==> config.mk <==
export PLATFORM = sky130hd
export DESIGN_NAME = edge_logic_cell
export DESIGN_NICKNAME = d
export VERILOG_FILES = /design/src/rtl/edge_cell_pkg.sv /design/src/rtl/edge_cell_ctrl.sv /design/src/rtl/edge_cell_dp.sv /design/src/rtl/edge_logic_cell.sv
export SDC_FILE = /design/constraint.sdc
export NUM_CORES = 1
export LEC_CHECK = 0
export CAP_MARGIN = 10
export CORE_AREA = 2 2 193 195
export CTS_CLUSTER_DIAMETER = 60
export DETAILED_ROUTE_END_ITERATION = 6
export DIE_AREA = 0 0 195 197
export PLACE_DENSITY = 0.67
export SETUP_SLACK_MARGIN = 0.5
export SLEW_MARGIN = 20
export SYNTH_ARGS = -nofsm -noshare
export SYNTH_HDL_FRONTEND = slang
export SYNTH_HIERARCHICAL = 1
export SYNTH_SLANG_ARGS = --single-unit
==> constraint.sdc <==
create_clock -name clk -period 13.5 [get_ports clk]
set_input_delay 2.7 -clock clk [delete_from_list [all_inputs] [get_ports clk]]
set_output_delay 2.7 -clock clk [all_outputs]
set_load 0.005 [all_outputs]
==> src/rtl/edge_cell_pkg.sv <==
package edge_cell_pkg;
  localparam int NUM_NB     = 8;
  localparam int PIX_W      = 8;
  localparam int TERM_BITS  = 3;
  localparam int TREE_DEPTH = 4;
  localparam int OP_W       = 2;

  localparam int NB_SEL_W  = $clog2(NUM_NB);
  localparam int BIT_SEL_W = $clog2(TERM_BITS);
  localparam int LEAF_W    = NB_SEL_W + BIT_SEL_W;
  localparam int LEAVES    = 2 ** TREE_DEPTH;
  localparam int NODES     = LEAVES - 1;
  localparam int HEAP_N    = NODES + LEAVES;
  localparam int OPS_W     = NODES * OP_W;
  localparam int GENO_W    = OPS_W + LEAVES * LEAF_W;
  localparam int NBPIX_W   = NUM_NB * PIX_W;
  localparam int POS_W     = $clog2(NBPIX_W);
  localparam int TERM_BASE = PIX_W - TERM_BITS;

  typedef enum logic [OP_W-1:0] {
    OP_AND = 2'b00,
    OP_OR  = 2'b01,
    OP_NOT = 2'b10,
    OP_XOR = 2'b11
  } gateOp_t;

  typedef struct packed {
    logic shiftEn;
    logic commit;
    logic capture;
  } cellStrobe_t;

  function automatic logic applyOp(input logic [OP_W-1:0] op, input logic a, input logic b);
    case (gateOp_t'(op))
      OP_AND:  return a & b;
      OP_OR:   return a | b;
      OP_NOT:  return ~a;
      default: return a ^ b;
    endcase
  endfunction
endpackage

==> src/rtl/edge_cell_ctrl.sv <==
module edge_cell_ctrl
  import edge_cell_pkg::*;
(
  input  logic        clk,
  input  logic        rst,
  input  logic        loadEn,
  input  logic        validIn,
  output cellStrobe_t strobe
);
  logic loadEnQ;

  always_ff @(posedge clk) begin
    if (rst) loadEnQ <= 1'b0;
    else     loadEnQ <= loadEn;
  end

  always_comb begin
    strobe.shiftEn = loadEn;
    strobe.commit  = loadEnQ & ~loadEn;
    strobe.capture = validIn;
  end
endmodule

==> src/rtl/edge_cell_dp.sv <==
module edge_cell_dp
  import edge_cell_pkg::*;
(
  input  logic               clk,
  input  logic               rst,
  input  cellStrobe_t        strobe,
  input  logic               loadBit,
  input  logic [NBPIX_W-1:0] nbPix,
  output logic               edgeOut,
  output logic               validOut
);
  logic [GENO_W-1:0] shadowGeno;
  logic [GENO_W-1:0] activeGeno;
  logic [HEAP_N-1:0] heap;

  always_ff @(posedge clk) begin
    if (rst) begin
      shadowGeno <= '0;
      activeGeno <= '0;
    end else begin
      if (strobe.shiftEn) shadowGeno <= {loadBit, shadowGeno[GENO_W-1:1]};
      if (strobe.commit)  activeGeno <= shadowGeno;
    end
  end

  for (genvar j = 0; j < LEAVES; j++) begin : g_leaf
    logic [LEAF_W-1:0]    leafIdx;
    logic [NB_SEL_W-1:0]  nbSel;
    logic [BIT_SEL_W-1:0] bitSel;
    logic [POS_W-1:0]     pos;
    assign leafIdx = activeGeno[OPS_W + j*LEAF_W +: LEAF_W];
    assign nbSel   = leafIdx[NB_SEL_W-1:0];
    assign bitSel  = leafIdx[LEAF_W-1 -: BIT_SEL_W] % BIT_SEL_W'(TERM_BITS);
    assign pos     = POS_W'(nbSel) * POS_W'(PIX_W) + POS_W'(TERM_BASE) + POS_W'(bitSel);
    assign heap[NODES + j] = nbPix[pos];
  end

  for (genvar k = 0; k < NODES; k++) begin : g_node
    assign heap[k] = applyOp(activeGeno[k*OP_W +: OP_W], heap[2*k+1], heap[2*k+2]);
  end

  always_ff @(posedge clk) begin
    if (rst) begin
      edgeOut  <= 1'b0;
      validOut <= 1'b0;
    end else begin
      validOut <= strobe.capture;
      if (strobe.capture) edgeOut <= heap[0];
    end
  end
endmodule

==> src/rtl/edge_logic_cell.sv <==
module edge_logic_cell
  import edge_cell_pkg::*;
(
  input  logic               clk,
  input  logic               rst,
  input  logic               loadEn,
  input  logic               loadBit,
  input  logic               validIn,
  input  logic [NBPIX_W-1:0] nbPix,
  output logic               edgeOut,
  output logic               validOut
);
  cellStrobe_t strobe;

  edge_cell_ctrl u_ctrl (
    .clk     (clk),
    .rst     (rst),
    .loadEn  (loadEn),
    .validIn (validIn),
    .strobe  (strobe)
  );

  edge_cell_dp u_dp (
    .clk      (clk),
    .rst      (rst),
    .strobe   (strobe),
    .loadBit  (loadBit),
    .nbPix    (nbPix),
    .edgeOut  (edgeOut),
    .validOut (validOut)
  );
endmodule

==> results by group <==
CTS
  – Root Driver: clkbuf_16
  – Post-CTS setup buffer count: 0
  – Clk pin slew, worst setup/hold paths: 0.06 ns
  – Clk_lat worst skew: 0.57 ns
  – Sink Count: around 220
  – Cts repair resizes: 0
  – Num CTS Buffers: 27
  – H-tree Lvls: 1
  – CTS tree: done
  – Max Buffers Root-to-Sink: 3
  – Post-CTS Hold Fix Bufs: 0

Logic synthesis
  – Top cells by area, synth: dfxtp_1 (25%), mux2i_1 (18%), mux4_2 (9.1%), nor2_1 (6.8%), ha_1 (5.4%)
  – Async S/R FF share, synth: 0
  – Ys flop type: dfxtp_1
  – Yosys reg bits: 223
  – EDFF count, synth: 0
  – Number of cells produced by synthesis: 2114
  – Area leader, netlist: dfxtp_1
  – Seq/Total Area, Yosys: 0.248
  – Most frequent cell after synthesis: mux2i_1
  – Top post-synthesis cells by count: mux2i_1 (327), nor2_1 (325), dfxtp_1 (223)
  – Post-synthesis cell type count: 70
  – Synth Net Count: 2261
  – Post-synthesis instance area: roughly 18000 um2
  – Synth warn: 6
  – Synth top area share: 0.248
  – Avg Cell Area, Syn: 8.50 um2

Final layout
  – P&R area growth vs syn: 8.95%
  – Share of cells above drive strength 1: 0.117
  – Final nets: 2201
  – Finished Cell Area: 19600 um2
  – N_diodes: 0

Route
  – Routed Antenna Nets: 0
  – Detailed-route vias per instance: roughly 6.3
  – Residual DRC: 0
  – Initial DRC count: about 1500
  – Wirelength per Cell: 21.4 um
  – First-pass iteration count of the detailed router: 6
  – Post-Route WL: 54.4 mm
  – Vias: 15989

Timing
  – RSZ-0062 raised after global routing: false
  – Final setup TNS: 0 ns
  – Least-Margin Pin Slew: 1.02 ns
  – Final hold vios: 0
  – Max-slew violations: 0
  – Fmax: 0.115 GHz
  – Final setup viols: 0
  – Period utilisation layout: 0.643
  – Min Tclk post-route: 8.68 ns
  – Final Skew: around 0.010 ns
  – Slew HR: 0.317

Placed design
  – Placed cell area: 18700 um2
  – Placer Congestion: 0.890
  – PortBufs: 54
  – Hpwl dp: about 33 mm

Power and ir drop
  – Tot Pwr: 1.62 mW
  – Sequential share of power: 0.406
  – Clock share of power: 0.449
  – Pwr Density: a little over 80 nW/um2
  – Switching Share: 0.270
  – Leakage Power: roughly 8 nW
  – Peak supply drop: 0.0858 mV
  – Power Internal: 1.18 mW
  – Combinational fraction of design power: 0.145
  – Switching power: 0.438 mW

Global route
  – Largest net degree at the start of global routing: 129
  – First-pass GRT wire length: 83.6 mm
  – Gr usage total: 0.276
  – GRT overflow: 0
  – Initial antenna violation count: 0
  – Vias in the first global route: ~15000

Floorplanning
  – # IOs: 71
  – Die area: about 38000 um2
  – Core ar.: about 36000 um2
  – Die Y: 197 um
  – Initial Utilization: 0.496
  – Cell Rows: 70
  – Die Width: 195 um

Run status
  – Status: completed

Worst setup path
  – CP max stage delay: about 1.0 ns
  – R2r endpoint: u_dp/edgeOut$_SDFFE_PP0P_
  – CP most frequent cell: ha_1
  – Critical path's slowest cell: clkdlybuf4s50_1
  – Worst R2R Path Depth: 24
  – R2R setup slack: ~6.6 ns
  – Worst Path Class, Setup: in -> reg
  – Startpoint Class: input port
  – CP endpoint kind: register
  – Worst-path fanout max: 16
  – CP Cell Sequence: clkdlybuf4s50_1 -> mux4_2 -> nor2_1 -> a211oi_1 -> a21oi_1 -> o311ai_1 -> inv_1 -> ha_1 -> mux4_2 -> inv_1 -> ha_1 -> o21ai_0 -> nand2_1 -> a31o_2 -> ha_1 -> inv_1 -> mux4_2 -> and2_0 -> a31oi_1 -> ha_1 -> nand2_1 -> o21ai_0 -> a21oi_1 -> o32ai_1
  – Crit path arrival time: 9.09 ns
  – Critical R2R Launch: u_dp/activeGeno[83]$_SDFFE_PP0P_
  – Worst Setup SP: nbPix[34]
  – Crit path capture: u_dp/edgeOut$_SDFFE_PP0P_
  – Worst Path Required: 13.91 ns

Flow run
  – Max cap viols: 0

Worst hold path
  – Worst Hold Class: reg -> reg
  – Hold Crit Start: u_dp/shadowGeno[0]$_SDFFE_PP0P_
sequential cells by signal, summed over array words and instances, names as in the netlist:
register         cells
u_dp/activeGeno    110
u_dp/validOut        1
u_ctrl/loadEnQ       1
u_dp/edgeOut         1
u_dp/shadowGeno    110
how the worst min path moves through the flow:
stage | endpoint | slack, ns | cells past startpoint
after detailed placement | u_dp/shadowGeno[0]$_SDFFE_PP0P_ | 0.49 | 2
after global routing | u_dp/shadowGeno[0]$_SDFFE_PP0P_ | 0.54 | 2
final | u_dp/shadowGeno[0]$_SDFFE_PP0P_ | 0.50 | 2
after CTS | u_dp/shadowGeno[0]$_SDFFE_PP0P_ | 0.50 | 2
after global placement | u_dp/shadowGeno[0]$_SDFFE_PP0P_ | 0.48 | 2
after floorplan | u_dp/shadowGeno[0]$_SDFFE_PP0P_ | 0.46 | 2
through the flow:
stage               utilization  hold slack (ns)  std cells  worst slack, ns
floorplan                     -            0.460       2114             5.84
global placement          0.515            0.478       2493             4.47
detailed placement        0.515            0.487       2493             4.37
CTS                       0.540            0.504       2542             5.00
global route              0.540            0.544       2542             4.72
finish                    0.540            0.501       2542             4.82
kinds of logic (layout without fill, tap and decap cells):
family | Yosys count | after routing | share of synthesized area
XOR/XNOR | 34 | 34 | 0.0176
AND/OR/NAND/NOR | 659 | 659 | 0.161
buffers and inverters | 270 | 230 | 0.0598
AO/OA/AOI/OAI | 390 | 390 | 0.146
flip-flops | 223 | 223 | 0.248
adder cells (fa/ha/maj) | 78 | 78 | 0.0543
multiplexers | 460 | 460 | 0.313
critical path, delay by kind of cell:
kind | cells | cell delay, ns
fa+ha+maj | 4 | 1.04
mux | 3 | 1.46
buf+inv | 4 | 1.27
compound gates | 9 | 2.22
simple gates | 4 | 0.39
area by class of cell:
type / count / area, um2
clock buffer: 39 / 791
sequential: 223 / 4460
clock inverter: 10 / 119
timing repair buffer: 97 / 866
fill: 3305 / 16700
multi-input combinational: 1621 / 12400
inverter: 84 / 315
tap: 468 / 586
routing by layer:
layer,track usage,part of all wire
met1,0.358,0.40
met5,0,0
met4,0.174,0.069
met2,0.427,0.44
met3,0.0462,0.090
cells in the final DEF (no fill, tap or decap), drive strengths merged, types with 22 or more instances in the layout:
cell type / n
ha: 78
mux2: 58
a21o: 23
nor2b: 60
clkdlybuf4s50: 52
mux4: 75
mux2i: 327
inv: 88
nor2: 325
buf: 45
o21ai: 118
clkbuf: 39
a221o: 32
a21oi: 76
nand2: 166
nor3: 22
dfxtp: 223
power by group through the flow:
stage	sequential (mW)	combinational, mW	clock [mW]
after floorplan	0.674	0.140	0
after detailed placement	0.674	0.227	0
after global routing	0.659	0.246	0.772
after CTS	0.659	0.228	0.747
final	0.660	0.235	0.728
after global placement	0.674	0.222	0
No activity file was read; power rests on OpenSTA's default activity.
